File: config.mk
export PLATFORM = sky130hd
export DESIGN_NAME = periph_addr_demux
export DESIGN_NICKNAME = d
export VERILOG_FILES = /design/src/rtl/pbd_pkg.sv /design/src/rtl/pbd_region_decode.sv /design/src/rtl/pbd_return_mux.sv /design/src/rtl/pbd_unmapped_resp.sv /design/src/rtl/periph_addr_demux.sv
export SDC_FILE = /design/constraint.sdc
export NUM_CORES = 1
export LEC_CHECK = 0
export ABC_AREA = 0
export BUFFER_PORTS_ARGS = -buffer_cell sky130_fd_sc_hd__buf_4
export CAP_MARGIN = 20
export CORE_AREA = 2 2 139 141
export CTS_CLUSTER_DIAMETER = 100
export DETAILED_ROUTE_END_ITERATION = 12
export DIE_AREA = 0 0 141 143
export MAX_ROUTING_LAYER = met4
export SYNTH_ARGS = -nofsm -noshare
export SYNTH_HDL_FRONTEND = slang
export SYNTH_HIERARCHICAL = 1
export SYNTH_SLANG_ARGS = --single-unit
export TNS_END_PERCENT = 5
File: constraint.sdc
create_clock -name clk -period 6.86 [get_ports clk]
set_input_delay 1.372 -clock clk [delete_from_list [all_inputs] [get_ports clk]]
set_output_delay 1.372 -clock clk [all_outputs]
set_load 0.1 [all_outputs]
File: src/rtl/pbd_pkg.sv
package pbd_pkg;
   localparam int unsigned PBD_BYTE_W = 8;

   // true when the packed span [0, total) fits in an aw-bit byte address space
   function automatic bit pbd_span_fits(input longint unsigned total, input int aw);
      if (aw >= 63) return 1'b1;
      return total <= (64'd1 << aw);
   endfunction
endpackage

File: src/rtl/pbd_region_decode.sv
module pbd_region_decode #(
   parameter int unsigned AW = 32,
   parameter int unsigned NSLV = 5,
   parameter logic [AW-1:0] START_ADDR = '0,
   parameter logic [NSLV-1:0][AW-1:0] REGION_SIZE = '0
) (
   input  logic [AW-1:0]   addr,
   output logic [NSLV-1:0] sel
);
   function automatic logic [AW:0] base_of(input int k);
      logic [AW:0] acc;
      acc = {1'b0, START_ADDR};
      for (int j = 0; j < int'(NSLV); j++) begin
         if (j < k) acc = acc + {1'b0, REGION_SIZE[j]};
      end
      return acc;
   endfunction

   localparam logic [AW:0] MAP_END = base_of(int'(NSLV));

   if (!pbd_pkg::pbd_span_fits(64'(MAP_END), int'(AW))) begin : g_bad_span
      $error("pbd_region_decode: regions run past the address space");
   end

   logic [AW:0] addr_w;
   assign addr_w = {1'b0, addr};

   for (genvar g = 0; g < int'(NSLV); g++) begin : g_region
      localparam logic [AW:0] BASE = base_of(g);
      localparam logic [AW:0] SIZE = {1'b0, REGION_SIZE[g]};
      if (REGION_SIZE[g] == '0) begin : g_bad_size
         $error("pbd_region_decode: region size must be nonzero");
      end
      logic [AW:0] offset;
      assign offset = addr_w - BASE;
      assign sel[g] = (addr_w >= BASE) && (offset < SIZE);
   end
endmodule

File: src/rtl/pbd_return_mux.sv
module pbd_return_mux #(
   parameter int unsigned DW = 32,
   parameter int unsigned NSLV = 5
) (
   input  logic [NSLV-1:0]    sel,
   input  logic [NSLV-1:0]    gnt_in,
   input  logic [NSLV-1:0]    rvalid_in,
   input  logic [NSLV-1:0]    err_in,
   input  logic [NSLV*DW-1:0] rdata_in,
   output logic               gnt_out,
   output logic               rvalid_out,
   output logic               err_out,
   output logic [DW-1:0]      rdata_out
);
   always_comb begin
      gnt_out    = 1'b0;
      rvalid_out = 1'b0;
      err_out    = 1'b0;
      rdata_out  = '0;
      for (int i = 0; i < int'(NSLV); i++) begin
         gnt_out    = gnt_out    | (gnt_in[i]    & sel[i]);
         rvalid_out = rvalid_out | (rvalid_in[i] & sel[i]);
         err_out    = err_out    | (err_in[i]    & sel[i]);
         rdata_out  = rdata_out  | (rdata_in[i*DW +: DW] & {DW{sel[i]}});
      end
   end
endmodule

File: src/rtl/pbd_unmapped_resp.sv
module pbd_unmapped_resp (
   input  logic clk,
   input  logic rst_n,
   input  logic req,
   input  logic any_sel,
   output logic miss_now,
   output logic miss_q
);
   assign miss_now = req & ~any_sel;

   always_ff @(posedge clk or negedge rst_n) begin
      if (!rst_n) miss_q <= 1'b0;
      else        miss_q <= miss_now;
   end
endmodule

File: src/rtl/periph_addr_demux.sv
module periph_addr_demux #(
   parameter int unsigned AW = 32,
   parameter int unsigned DW = 32,
   parameter int unsigned NSLV = 5,
   parameter logic [AW-1:0] START_ADDR = '0,
   parameter logic [NSLV-1:0][AW-1:0] REGION_SIZE =
      {32'h20, 32'h20, 32'h20, 32'h20, 32'h2000}
) (
   input  logic                  clk,
   input  logic                  rst_n,
   input  logic                  core_req,
   input  logic                  core_we,
   input  logic [DW/8-1:0]       core_be,
   input  logic [AW-1:0]         core_addr,
   input  logic [DW-1:0]         core_wdata,
   output logic                  core_gnt,
   output logic                  core_rvalid,
   output logic [DW-1:0]         core_rdata,
   output logic                  core_err,
   output logic [AW-1:0]         slv_addr,
   output logic [DW-1:0]         slv_wdata,
   output logic [DW/8-1:0]       slv_be,
   output logic [NSLV-1:0]       slv_req,
   output logic [NSLV-1:0]       slv_we,
   input  logic [NSLV-1:0]       slv_gnt,
   input  logic [NSLV-1:0]       slv_rvalid,
   input  logic [NSLV*DW-1:0]    slv_rdata,
   input  logic [NSLV-1:0]       slv_err
);
   if (NSLV < 1) begin : g_bad_nslv
      $error("periph_addr_demux: need at least one slave");
   end
   if (DW % pbd_pkg::PBD_BYTE_W != 0) begin : g_bad_dw
      $error("periph_addr_demux: data width must be whole bytes");
   end

   logic [NSLV-1:0] region_sel;
   logic            miss_now, miss_q;
   logic            mux_gnt, mux_rvalid, mux_err;

   // broadcast group
   assign slv_addr  = core_addr;
   assign slv_wdata = core_wdata;
   assign slv_be    = core_be;

   pbd_region_decode #(
      .AW(AW), .NSLV(NSLV), .START_ADDR(START_ADDR), .REGION_SIZE(REGION_SIZE)
   ) u_decode (
      .addr(core_addr),
      .sel (region_sel)
   );

   // switched forward group
   assign slv_req = region_sel & {NSLV{core_req}};
   assign slv_we  = region_sel & {NSLV{core_we}};

   pbd_return_mux #(.DW(DW), .NSLV(NSLV)) u_ret (
      .sel       (region_sel),
      .gnt_in    (slv_gnt),
      .rvalid_in (slv_rvalid),
      .err_in    (slv_err),
      .rdata_in  (slv_rdata),
      .gnt_out   (mux_gnt),
      .rvalid_out(mux_rvalid),
      .err_out   (mux_err),
      .rdata_out (core_rdata)
   );

   pbd_unmapped_resp u_miss (
      .clk     (clk),
      .rst_n   (rst_n),
      .req     (core_req),
      .any_sel (|region_sel),
      .miss_now(miss_now),
      .miss_q  (miss_q)
   );

   assign core_gnt    = mux_gnt | miss_now;
   assign core_rvalid = mux_rvalid | miss_q;
   assign core_err    = mux_err | miss_q;
endmodule

* Word level (Yosys, flattened, before mapping)
Cells that the tools add are included.
Operators by class: bitwise operators 43, $lt $le $gt $ge 10, add/sub/neg operators 4, reduce and logical (&&, ||, !) cells 6
Operators by type and width (number):
- $and A32 B32 Y32 | 5
- $lt A33 B6 Y1 const B | 4
- $sub A32 B14 Y33 const B | 4
- $ge A32 B14 Y1 const B | 4
- $or A32 B32 Y32 | 4
- $ge A32 B1 Y1 const B | 1
- $lt A32 B14 Y1 const B | 1
- $and A1 B1 Y1 | 16
- $or A1 B1 Y1 | 15
- $and A5 B5 Y5 | 2
- $logic_and A1 B1 Y1 | 5
- $reduce_or A5 Y1 | 1
- $not A1 Y1 | 1
Storage, ports and cells: logic and storage cells 64, bits in registers 1, output and inout bits 113, input port bits 247

* Logic depth before layout (Yosys ltp)
word-level depth 9, mapped depth 13, gate-level depth less buffers 12

* Cells and area by module
The synthesis kept the hierarchy.
By module, submodules not included:
- pbd_region_decode | area an instance 1456.4 sq um, times used 1, seq. area each 0.0 sq um, cells each 227
- pbd_return_mux | area an instance 894.6 sq um, times used 1, seq. area each 0.0 sq um, cells each 125
- periph_addr_demux | area an instance 606.8 sq um, times used 1, seq. area each 0.0 sq um, cells each 84
- pbd_unmapped_resp | area an instance 38.8 sq um, times used 1, seq. area each 25.0 sq um, cells each 2

* Least setup slack after synthesis
No wires, ideal clock.
kind input to output, from input port core_addr[7], to output port core_rdata[10], arrival 4.774 ns, path buffers 3, slack 0.714 ns, required time 5.488 ns, stages on the path 13, path through clkbuf_1 -> inv_1 -> ha_1 -> or3b_2 -> o41ai_2 -> nand3_1 -> a2111oi_0 -> nand4_1 -> a2111oi_2 -> buf_6 -> buf_6 -> a222oi_1 -> nand2_1
On the way: elaborated cells on any way between the ends 28, those cells by class add/sub: 4; order compare: 10; bitwise: 9; reduce/logical: 5
RTL lines:
- from (decl) | RTL line periph_addr_demux.sv:14 | input logic [AW-1:0] core_addr,
- $sub A32 B14 Y33 | RTL line pbd_region_decode.sv:35 | assign offset = addr_w - BASE;
- $lt A33 B6 Y1 | RTL line pbd_region_decode.sv:36 | assign sel[g] = (addr_w >= BASE) && (offset < SIZE);
- $logic_and A1 B1 Y1 * | RTL line pbd_region_decode.sv:36
- via region_sel[3] | RTL line periph_addr_demux.sv:37 | logic [NSLV-1:0] region_sel;
- $and A32 B32 Y32 * | RTL line pbd_return_mux.sv:24 | rdata_out = rdata_out | (rdata_in[i*DW +: DW] & {DW{sel[i]}});
- $or A32 B32 Y32 * (2 in a row) | RTL line pbd_return_mux.sv:24
- to (decl) | RTL line periph_addr_demux.sv:18 | output logic [DW-1:0] core_rdata,
Mark *: on every way through the listed nets, which the timed path passes. The rest lies on a longest branch.

* Worst setup path in the final report
from input port core_addr[6], to output port core_rvalid
On the way: elaborated cells on any way between the ends 29, those cells by class add/sub: 4; order compare: 10; bitwise: 10; reduce/logical: 5
RTL lines:
- $sub A32 B14 Y33 | RTL line pbd_region_decode.sv:35
- $lt A33 B6 Y1 | RTL line pbd_region_decode.sv:36
- $logic_and A1 B1 Y1 * | RTL line pbd_region_decode.sv:36
- via region_sel[3] | RTL line periph_addr_demux.sv:37
- $and A1 B1 Y1 * | RTL line pbd_return_mux.sv:22 | rvalid_out = rvalid_out | (rvalid_in[i] & sel[i]);
- $or A1 B1 Y1 * (2 in a row) | RTL line pbd_return_mux.sv:22
- via mux_rvalid | RTL line periph_addr_demux.sv:39 | logic mux_gnt, mux_rvalid, mux_err;
- $or A1 B1 Y1 * | RTL line periph_addr_demux.sv:79 | assign core_rvalid = mux_rvalid | miss_q;
- to (decl) | RTL line periph_addr_demux.sv:17 | output logic core_rvalid,
Marked as above.

==> impl_metrics.ini <==
[global_routing]
via_count_of_the_first_global_routing_pass = 4107
globalRoute.totalOverflow = 0
pin_count_of_the_biggest_net_entering_global_routing = 39
first_pass_grt_wire_length_um = 25500
gr-usage-all-layers_pct = 16.8
initial_antenna_violation_count = 1

[placed_design]
dpl-instance-area_um2 = 4710
dp.final_hpwl_um = 15000
number_of_instances_in_the_placed_design = 845
globalplace.congestion = 0.924
count_of_input_and_output_buffers = 277

[route]
top_signal_layer_used = met4
vias = 4379
wl_met3_um = 1950
drc = 0
detail_route.first_pass.iterations = 8
m1WireLength_um = 6930
routed_via_density = 5.18
detail_route.iter0.violations = 475
postRouteWirelength_um = 18300
met2_length_um = 8890
routedWlPerCell_um = 21.6
ant_nets = 0

[setup_path]
end_kind = output pin
setup_crit_path_kind = primary input to output pin
timing.critical_path.from_type = primary input
crit_required_ns = 5.49
critPathArrivalTime_ns = 5.07
critical_path.max_fanout = 38

[timing]
slew_viol_final = 0
final.setup.tns_ns = 0
fin_crit_ns = 6.44
slew_headroom_pct = 45.1
final-setup-viol-count = 0
final.period_utilization_pct = 93.9
timing.fmax_mhz = 155
worst-slew-pin-transition_ns = 0.823
number_of_hold_violations_in_the_final_report = 0
rsz0062_at_grt = no

[cells_and_area]
design_area_um2 = 4710
largestRegisters = u_miss/miss_q: 1 flops
largest_reg_flops = 1
largest_register = u_miss/miss_q
fin_cells = 845
antenna-diode-count = 0
finalNetCount = 863
area.growth.synth_to_final_pct = 57.1
drive_gt1_share_pct = 50.6

[synthesis]
synthArstFlopShare_pct = 100
post_synth_inst_count = 438
synth_cell_type_count = 63
synthesis.yosys.warnings = 6
post_synthesis_cell_area_um2 = 3000
syn_avg_cell_area_um2 = 6.84
yosys-top-cells-area = buf_4, a222oi_1, a22oi_1
synth-seq-area-share_pct = 0.835
synth.net_count = 688
synth_edf_count = 0
yosysTopAreaCellShare_pct = 17.0
flip_flop_cell_with_the_highest_count_after_synthesis = dfrtp_1
synth_largest_area_cell = buf_4
synth-seq-cells = 1

[die]
die_w_um = 141
initial_core_util_pct = 16.1
top_level_ports = 360
die-height_um = 143
die_area_um2 = 20200
placeableCoreArea_um2 = 18600
std_cell_rows = 50

[cts]
clk_pin_slew_ns = 0
cts_hold_repair.buffers = 0
ctsResizeCount = 0
postCtsSetupRepairBufs = 0

[power]
leakage_nw = 2.16
power_density_nw_per_um2 = 54.6
total_power_consumption_of_the_routed_design_mw = 0.257
peakVddDrop_mv = 0.0354

[run_status]
status = complete, no violations

[job]
drv.max_cap_violation_count = 0

[worst_hold_path]
hp-class = primary input to asynchronous set/reset pin
-- power breakdown --
| part | leakage (nW) | internal [mW] | switching, mW |
|---|---|---|---|
| Combinational | 2.15 | 0.106 | 0.144 |
| Clock | 0 | 0 | 0 |
| Sequential | 0.0117 | 0.00631 | 0.000371 |
-- cell type report --
| type | count | area [um^2] |
|---|---|---|
| Fill cell | 2109 | 13900 |
| Multi-Input combinational cell | 321 | 2210 |
| Inverter | 5 | 18.8 |
| Sequential cell | 1 | 25.0 |
| Tap cell | 234 | 293 |
| Timing Repair Buffer | 284 | 2160 |
-- Yosys cell counts (all sizes together) (2+ instances only) --
cell and count:
a2111oi 3, a211o 2, a211oi 8, a21oi 15, a222oi 35, a22oi 35, a31oi 2, and2 14
and4b 2, buf 91, clkbuf 20, ha 3, inv 5, mux2i 3, nand2 47, nand2b 3
nand3 13, nand4 5, nand4b 3, nor2 20, nor2b 3, nor3 10, nor4 20, nor4b 2
o21ai 9, o31a 2, o31ai 3, o32ai 2, or2 9, or3 7, or4 3, or4b 4
xnor2 11, xor2 7
-- per-stage QoR --
stage,hold slack [ns],utilization (%),setup WS (ns)
detailed placement,1.15,25.3,0.467
finish,1.15,25.3,0.415
floorplan,1.08,-,0.714
global placement,1.15,25.3,0.610
global route,1.15,25.3,0.128
CTS,1.15,25.3,0.456
-- metal layers --
metal / up-vias / GRT usage [%]
li1: 1979 / -
met1: 2039 / 20.4
met2: 327 / 28.3
met3: 34 / 4.43
met4: 0 / 3.47
met5: - / -
-- cell usage in the layout (no fill, tap or decap), types with 2 or more instances in the layout --
| cell type | instances |
|---|---|
| and2_1 | 10 |
| nor4_1 | 19 |
| buf_4 | 282 |
| nand3_1 | 13 |
| or3_1 | 6 |
| o21ai_0 | 9 |
| or2_1 | 3 |
| buf_12 | 2 |
| o32ai_1 | 2 |
| a22oi_1 | 35 |
| o31ai_1 | 3 |
| mux2i_1 | 3 |
| xnor2_1 | 11 |
| inv_1 | 5 |
| and2_2 | 4 |
| a211o_1 | 2 |
| a211oi_1 | 7 |
| o31a_1 | 2 |
| nor3_1 | 10 |
| nor2_1 | 20 |
| nor2b_1 | 2 |
| nand4_1 | 5 |
| a21oi_1 | 15 |
| nand2_1 | 47 |
| a31oi_1 | 2 |
| a222oi_1 | 35 |
| nand2b_1 | 3 |
| or4b_2 | 3 |
| ha_1 | 3 |
| or2_2 | 6 |
| nand4b_1 | 3 |
| nor4b_1 | 2 |
| xor2_1 | 7 |
| or4_1 | 2 |
-- cells by family (layout without fill, tap and decap cells) --
| family | Yosys count | count (layout) | share of synthesized area (%) |
|---|---|---|---|
| AO/OA/AOI/OAI | 126 | 126 | 33.9 |
| XOR/XNOR | 18 | 18 | 5.26 |
| adder cells (fa/ha/maj) | 3 | 3 | 1.25 |
| buffers and inverters | 116 | 289 | 26.1 |
| flip-flops | 1 | 1 | 0.835 |
| multiplexers | 4 | 4 | 1.38 |
| AND/OR/NAND/NOR | 170 | 170 | 31.3 |
-- path summary, 6_finish.rpt --
check / from / end / slack (ns) / cells after the start
hold / removal: rst_n / u_miss/miss_q / 1.15 / 1
setup / recovery: core_addr[6] / core_rvalid / 0.42 / 14
max in group asynchronous: rst_n / u_miss/miss_q / 5.63 / 1
min in group clk: core_req / u_miss/miss_q / 1.67 / 2
-- critical path, cell delays in order --
cell	delay, ns
buf_4	0.14
inv_1	0.13
ha_1	0.24
or3b_2	0.52
o41ai_2	0.53
nand3_1	0.13
a2111oi_0	0.47
nand4_1	0.22
a2111oi_4	0.29
buf_12	0.25
a222oi_1	0.12
nand2_1	0.20
or2_1	0.12
buf_4	0.28
(Power assumes the default switching activity.)
